## config.mk

```make
export PLATFORM = sky130hd
export DESIGN_NAME = pswl_divider
export DESIGN_NICKNAME = d
export VERILOG_FILES = /design/src/rtl/pswl_pkg.sv /design/src/rtl/pswl_dualmod.sv /design/src/rtl/pswl_counters.sv /design/src/rtl/pswl_divider.sv
export SDC_FILE = /design/constraint.sdc
export NUM_CORES = 1
export LEC_CHECK = 0
export ABC_AREA = 1
export BUFFER_PORTS_ARGS = -buffer_cell sky130_fd_sc_hd__buf_4
export CAP_MARGIN = 20
export CORE_ASPECT_RATIO = 0.75
export CORE_UTILIZATION = 50
export DETAILED_ROUTE_END_ITERATION = 8
export GPL_TIMING_DRIVEN = 0
export PLACE_DENSITY = 0.68
export SLEW_MARGIN = 20
export SYNTH_ARGS = -nofsm -noshare
export SYNTH_HDL_FRONTEND = slang
export SYNTH_SLANG_ARGS = --single-unit
```

## constraint.sdc

```tcl
create_clock -name clk -period 4.1 [get_ports clk]
set_input_delay 0.41 -clock clk [delete_from_list [all_inputs] [get_ports clk]]
set_output_delay 0.41 -clock clk [all_outputs]
set_load 0.02 [all_outputs]
```

## src/rtl/pswl_pkg.sv

```systemverilog
package pswl_pkg;
    localparam int PRE_DIV_DEF = 8;    // fixed front stage ratio
    localparam int DM_LOW_DEF  = 32;   // low modulus of dual stage
    localparam int MAIN_W_DEF  = 10;
    localparam int SWAL_W_DEF  = 5;
    localparam int M_MIN_DEF   = 32;   // smallest usable main count
endpackage

```

## src/rtl/pswl_dualmod.sv

```systemverilog
module pswl_dualmod #(
    parameter int PRE_DIV = pswl_pkg::PRE_DIV_DEF,
    parameter int DM_LOW  = pswl_pkg::DM_LOW_DEF
) (
    input  logic clk,
    input  logic rst_n,
    input  logic mod_hi_i,
    output logic dm_tick_o
);
    localparam int DM_W  = $clog2(DM_LOW + 1);
    localparam int PRE_W = (PRE_DIV > 1) ? $clog2(PRE_DIV) : 1;

    logic pre_tick;

    generate
        if (PRE_DIV > 1) begin : g_pre
            typedef struct packed {
                logic [PRE_W-1:0] cnt;
            } pre_t;
            pre_t pre_d, pre_q;

            always_comb begin
                pre_d = pre_q;
                if (pre_q.cnt == PRE_W'(PRE_DIV - 1)) pre_d.cnt = '0;
                else                                  pre_d.cnt = pre_q.cnt + 1'b1;
            end

            always_ff @(posedge clk or negedge rst_n) begin
                if (!rst_n) pre_q <= '0;
                else        pre_q <= pre_d;
            end

            assign pre_tick = (pre_q.cnt == PRE_W'(PRE_DIV - 1));
        end else begin : g_nopre
            assign pre_tick = 1'b1;
        end
    endgenerate

    typedef struct packed {
        logic [DM_W-1:0] cnt;
    } dm_t;
    dm_t dm_d, dm_q;
    logic [DM_W-1:0] dm_last;

    always_comb begin
        dm_last = mod_hi_i ? DM_W'(DM_LOW) : DM_W'(DM_LOW - 1);
        dm_d    = dm_q;
        if (pre_tick) begin
            if (dm_q.cnt == dm_last) dm_d.cnt = '0;
            else                     dm_d.cnt = dm_q.cnt + 1'b1;
        end
    end

    always_ff @(posedge clk or negedge rst_n) begin
        if (!rst_n) dm_q <= '0;
        else        dm_q <= dm_d;
    end

    assign dm_tick_o = pre_tick && (dm_q.cnt == dm_last);

    AST_DM_RANGE: assert property (@(posedge clk) disable iff (!rst_n)
        dm_q.cnt <= DM_W'(DM_LOW));
    AST_MOD_ONLY_AT_TICK: assert property (@(posedge clk) disable iff (!rst_n)
        !dm_tick_o |=> $stable(mod_hi_i));
endmodule

```

## src/rtl/pswl_counters.sv

```systemverilog
module pswl_counters #(
    parameter int MAIN_W = pswl_pkg::MAIN_W_DEF,
    parameter int SWAL_W = pswl_pkg::SWAL_W_DEF,
    parameter int M_MIN  = pswl_pkg::M_MIN_DEF
) (
    input  logic              clk,
    input  logic              rst_n,
    input  logic              dm_tick_i,
    input  logic [MAIN_W-1:0] m_in_i,
    input  logic [SWAL_W-1:0] s_in_i,
    output logic              mod_hi_o,
    output logic              fb_o
);
    typedef struct packed {
        logic [MAIN_W-1:0] m_act;
        logic [SWAL_W-1:0] s_act;
        logic [MAIN_W-1:0] main_cnt;
        logic [SWAL_W-1:0] sw_cnt;
        logic              sw_on;
        logic              fb;
    } cnt_t;
    cnt_t st_d, st_q;
    logic cycle_end;

    always_comb begin
        st_d      = st_q;
        st_d.fb   = 1'b0;
        cycle_end = dm_tick_i && (st_q.main_cnt == st_q.m_act - 1'b1);
        if (cycle_end) begin
            st_d.main_cnt = '0;
            st_d.sw_cnt   = '0;
            st_d.m_act    = (m_in_i < MAIN_W'(M_MIN)) ? MAIN_W'(M_MIN) : m_in_i;
            st_d.s_act    = s_in_i;
            st_d.sw_on    = (s_in_i != '0);
            st_d.fb       = 1'b1;
        end else if (dm_tick_i) begin
            st_d.main_cnt = st_q.main_cnt + 1'b1;
            if (st_q.sw_on) begin
                if (st_q.sw_cnt == st_q.s_act - 1'b1) begin
                    st_d.sw_on  = 1'b0;
                    st_d.sw_cnt = '0;
                end else begin
                    st_d.sw_cnt = st_q.sw_cnt + 1'b1;
                end
            end
        end
    end

    always_ff @(posedge clk or negedge rst_n) begin
        if (!rst_n) begin
            st_q          <= '0;
            st_q.m_act    <= MAIN_W'(M_MIN);
        end else begin
            st_q <= st_d;
        end
    end

    assign mod_hi_o = st_q.sw_on;
    assign fb_o     = st_q.fb;

    AST_FB_ONE_CLOCK: assert property (@(posedge clk) disable iff (!rst_n)
        fb_o |=> !fb_o);
    AST_M_FLOOR: assert property (@(posedge clk) disable iff (!rst_n)
        st_q.m_act >= MAIN_W'(M_MIN));
    AST_ACT_HOLD: assert property (@(posedge clk) disable iff (!rst_n)
        !dm_tick_i |=> ($stable(st_q.m_act) && $stable(st_q.s_act)));
    AST_START_HIGH: assert property (@(posedge clk) disable iff (!rst_n)
        (fb_o && st_q.s_act != '0) |-> mod_hi_o);
    AST_S0_LOW: assert property (@(posedge clk) disable iff (!rst_n)
        (st_q.s_act == '0) |-> !mod_hi_o);
endmodule

```

## src/rtl/pswl_divider.sv

```systemverilog
module pswl_divider #(
    parameter int PRE_DIV = pswl_pkg::PRE_DIV_DEF,
    parameter int DM_LOW  = pswl_pkg::DM_LOW_DEF,
    parameter int MAIN_W  = pswl_pkg::MAIN_W_DEF,
    parameter int SWAL_W  = pswl_pkg::SWAL_W_DEF,
    parameter int M_MIN   = pswl_pkg::M_MIN_DEF
) (
    input  logic              clk,
    input  logic              rst_n,
    input  logic [MAIN_W-1:0] main_cnt_i,
    input  logic [SWAL_W-1:0] swal_cnt_i,
    output logic              mod_hi_o,
    output logic              fb_pulse_o
);
    logic dm_tick;
    logic mod_hi;

    pswl_dualmod #(.PRE_DIV(PRE_DIV), .DM_LOW(DM_LOW)) i_dm (
        .clk      (clk),
        .rst_n    (rst_n),
        .mod_hi_i (mod_hi),
        .dm_tick_o(dm_tick)
    );

    pswl_counters #(.MAIN_W(MAIN_W), .SWAL_W(SWAL_W), .M_MIN(M_MIN)) i_cnt (
        .clk      (clk),
        .rst_n    (rst_n),
        .dm_tick_i(dm_tick),
        .m_in_i   (main_cnt_i),
        .s_in_i   (swal_cnt_i),
        .mod_hi_o (mod_hi),
        .fb_o     (fb_pulse_o)
    );

    assign mod_hi_o = mod_hi;

    AST_FB_NO_MOD_DROP: assert property (@(posedge clk) disable iff (!rst_n)
        fb_pulse_o |-> !$past(fb_pulse_o));
endmodule

```

==> flow_summary.toml <==
[run_status]
status = "finished clean"

[routing]
routed_wl_um = 5560
via_per_inst = 4.94
firstDrtPassIters = 5
route.detailed.drc = 0
wl_per_cell_um = 11.9
vias = 2311
postRouteAntennaNets = 0
drt_iter0_drc = 100

[final_layout]
drive_gt1_share_pct = 21.6
seq_area_um2 = 1030
syn_to_final_growth_pct = 13.1
antenna_cells = 0
multi_input_area_um2 = 1500
stdcell_count = 468
fillCellCount = 532
fin_nets = 416
final_core_util_pct = 58.6

[worst_setup_path]
critPathKind = "flip-flop to flip-flop"
crit_fanout = 9
path_common_cell = "nand2_1"
cpPeakStageDelay_ns = 0.40
crit_required_ns = 4.28
worstPathCellList = "inv_2 -> ha_1 -> nand2_4 -> nor2_8 -> nand2_1 -> nand2_1 -> nand3_1 -> nand2_1 -> nand3_4 -> nand2_1 -> nand2_2 -> nand2_1 -> nand2_1"
end_kind = "flip-flop"
worst_path_max_delay_cell = "dfrtp_1"
start_kind = "flip-flop"
cp.arrival_ns = 2.30

[pwr]
p_per_area_nw_per_um2 = 262
ir_worst_vdd_uv = 163
share_comb_of_total_power_pct = 2.8
p_int_mw = 0.657
netSwitchingPower_mw = 0.165
clkPwrFrac_pct = 48.0
finalPower_mw = 0.821
p_leak_nw = 1.57
sequentialPowerShare_pct = 49.2
swShare_pct = 20.1

[global_route]
grt_pass1_wl_um = 9800
antenna_found_initial = 0
grtUsageTotal_pct = 22.1
grt_max_degree = 42
grt_pass1_vias = 2133
gr-total-overflow = 0

[cts]
postCtsSetupBuffers = 0
htreeDepth = 2
cts_tree = "done"
cts_buffer_depth = 2
ctsHoldBuffers = 0
ctsRootBufferMaster = "clkbuf_8"
clk_latency_ns = 0.30
clkSinkCount = 41
cts_resized = 0
numCtsBuffers = 5
clk_pin_slew_worst_paths_ns = 0.09

[logic_synthesis]
yosys.area.top_type = "dfrtp_1"
syn_area_um2 = 2780
yosys_most_used_dff = "dfrtp_1"
synth_edf_count = 0
ys_ff_latch = 41
synthArstFlopShare_pct = 100
syn-instance-count = 367
synthTopCellsByCount = "nand2_1 (96), dfrtp_1 (40), inv_1 (40), nor2_1 (38), nand3_1 (37)"
synth.area.top_cells = "dfrtp_1 (36%), nand2_1 (13%), nand3_1 (6.7%), inv_1 (5.4%), nor2_1 (5.1%)"
seq_area_frac_synth_pct = 37.0
syn_avg_cell_area_um2 = 7.56
syn_nets = 391
synth.most_common_cell = "nand2_1"
ys.warnings.count = 0
synth.distinct_cells = 36
synth_top_area_share_pct = 36.1

[sta]
setup-tns-final_ns = 0
relSlewSlack_pct = 65.3
fin_crit_ns = 2.12
skew_ns = 0.0113
grt_setup_unrepaired = "no"
finalHoldViolCount = 0
setup_viol = 0
fin_crit_sh_pct = 51.7
worst_pin_slew_ns = 0.521
fmax_ghz = 0.471
final_max_slew_viol_count = 0

[placement]
gp_congestion = 0.831
dp_hpwl_um = 4300
dp.cells = 460
io_buffers = 18

[die]
core_um2 = 5350
rows = 23
die-area_um2 = 5860
ios = 19
die_x_um = 88.0
start_util_pct = 51.8
die_h_um = 66.5

[worst_hold_path]
holdCritPathClass = "input port to asynchronous set/reset pin"

[run]
drv_cap = 0
## cell families after synthesis
logic type	share of synthesized area, %
adder cells (fa/ha/maj)	3.16
AO/OA/AOI/OAI	6.49
buffers and inverters	8.97
flip-flops	37.0
AND/OR/NAND/NOR	38.7
XOR/XNOR	5.68
## path summary, 6_finish.rpt
path                                     startpoint                   to  slack [ns]  depth (start not counted)
worst max-delay path                 i_cnt.st_q[22]        i_cnt.st_q[3]        1.98                         13
worst min-delay path                          rst_n       i_cnt.st_q[23]        0.08                          1
worst max register to register       i_cnt.st_q[22]        i_cnt.st_q[3]        1.98                         13
worst min register to register  i_dm.g_pre.pre_q[0]  i_dm.g_pre.pre_q[0]        0.43                          1
max in group asynchronous                     rst_n       i_cnt.st_q[27]        3.65                          1
min in group clk                      main_cnt_i[9]       i_cnt.st_q[31]        0.31                          3
## cell usage in the layout, fill, tap and decap left out, drive strengths merged
cell | Yosys | routed
nor2 | 48 | 48
nand3b | 1 | 1
nor3b | 3 | 3
and2 | 1 | 1
o21ai | 21 | 21
nand2 | 112 | 112
inv | 46 | 46
dfrtp | 40 | 40
bufinv | 0 | 2
buf | 5 | 23
nor3 | 4 | 4
xor2 | 13 | 13
nand4 | 8 | 8
dfstp | 1 | 1
xnor2 | 5 | 5
nand3 | 42 | 42
clkbuf | 1 | 6
a21oi | 6 | 6
clkinv | 3 | 4
ha | 7 | 7
## power by group through the flow
stage	clock network [mW]	logic, mW	registers [mW]
after global placement	0	0.0241	0.412
after global routing	0.416	0.0272	0.404
after detailed placement	0	0.0245	0.412
after floorplan	0	0.00279	0.412
final	0.394	0.0233	0.404
after CTS	0.403	0.0244	0.404
## layer usage
| metal | global-route usage (%) | up-vias | wire, um | part of all wire (%) |
|---|---|---|---|---|
| li1 | - | 1209 | - | - |
| met1 | 32.3 | 1055 | 2900 | 52 |
| met2 | 33.6 | 40 | 2360 | 42 |
| met3 | 4.34 | 7 | 236 | 4.2 |
| met4 | 5.44 | 0 | 63 | 1.1 |
| met5 | 0 | - | 0 | 0 |
## area by class of cell
class / count / area share, %
multi-input combinational: 271 / 47.8
sequential: 41 / 32.7
inverter: 49 / 6.06
timing repair buffer: 18 / 4.31
tap: 75 / 2.99
clock buffer: 5 / 2.19
clock inverter: 3 / 2.07
buffer: 6 / 1.87
## worst max-delay path, delay by kind of cell (launching register included)
family	cells	cell delay (ns)
adders and majority gates	1	0.32
buffers and inverters	1	0.13
DFF	1	0.40
and+or+nand+nor	11	1.15
## metrics by stage
stage	instance area, um^2	setup WS, ns	hold slack [ns]
6_report	3140	1.98	0.0816
5_1_grt	3140	1.76	0.128
4_1_cts	3140	1.98	0.101
3_3_place_gp	3000	2.02	0.420
3_5_place_dp	3000	2.01	0.423
2_1_floorplan	2780	2.27	0.114
## flip-flops by register name, indices dropped and copies added, names as in the netlist
name	count
i_cnt.fb_o	1
i_cnt.mod_hi_o	1
i_cnt.st_q	30
i_dm.dm_q	6
i_dm.g_pre.pre_q	3
Power figures use the tool's default switching activity.
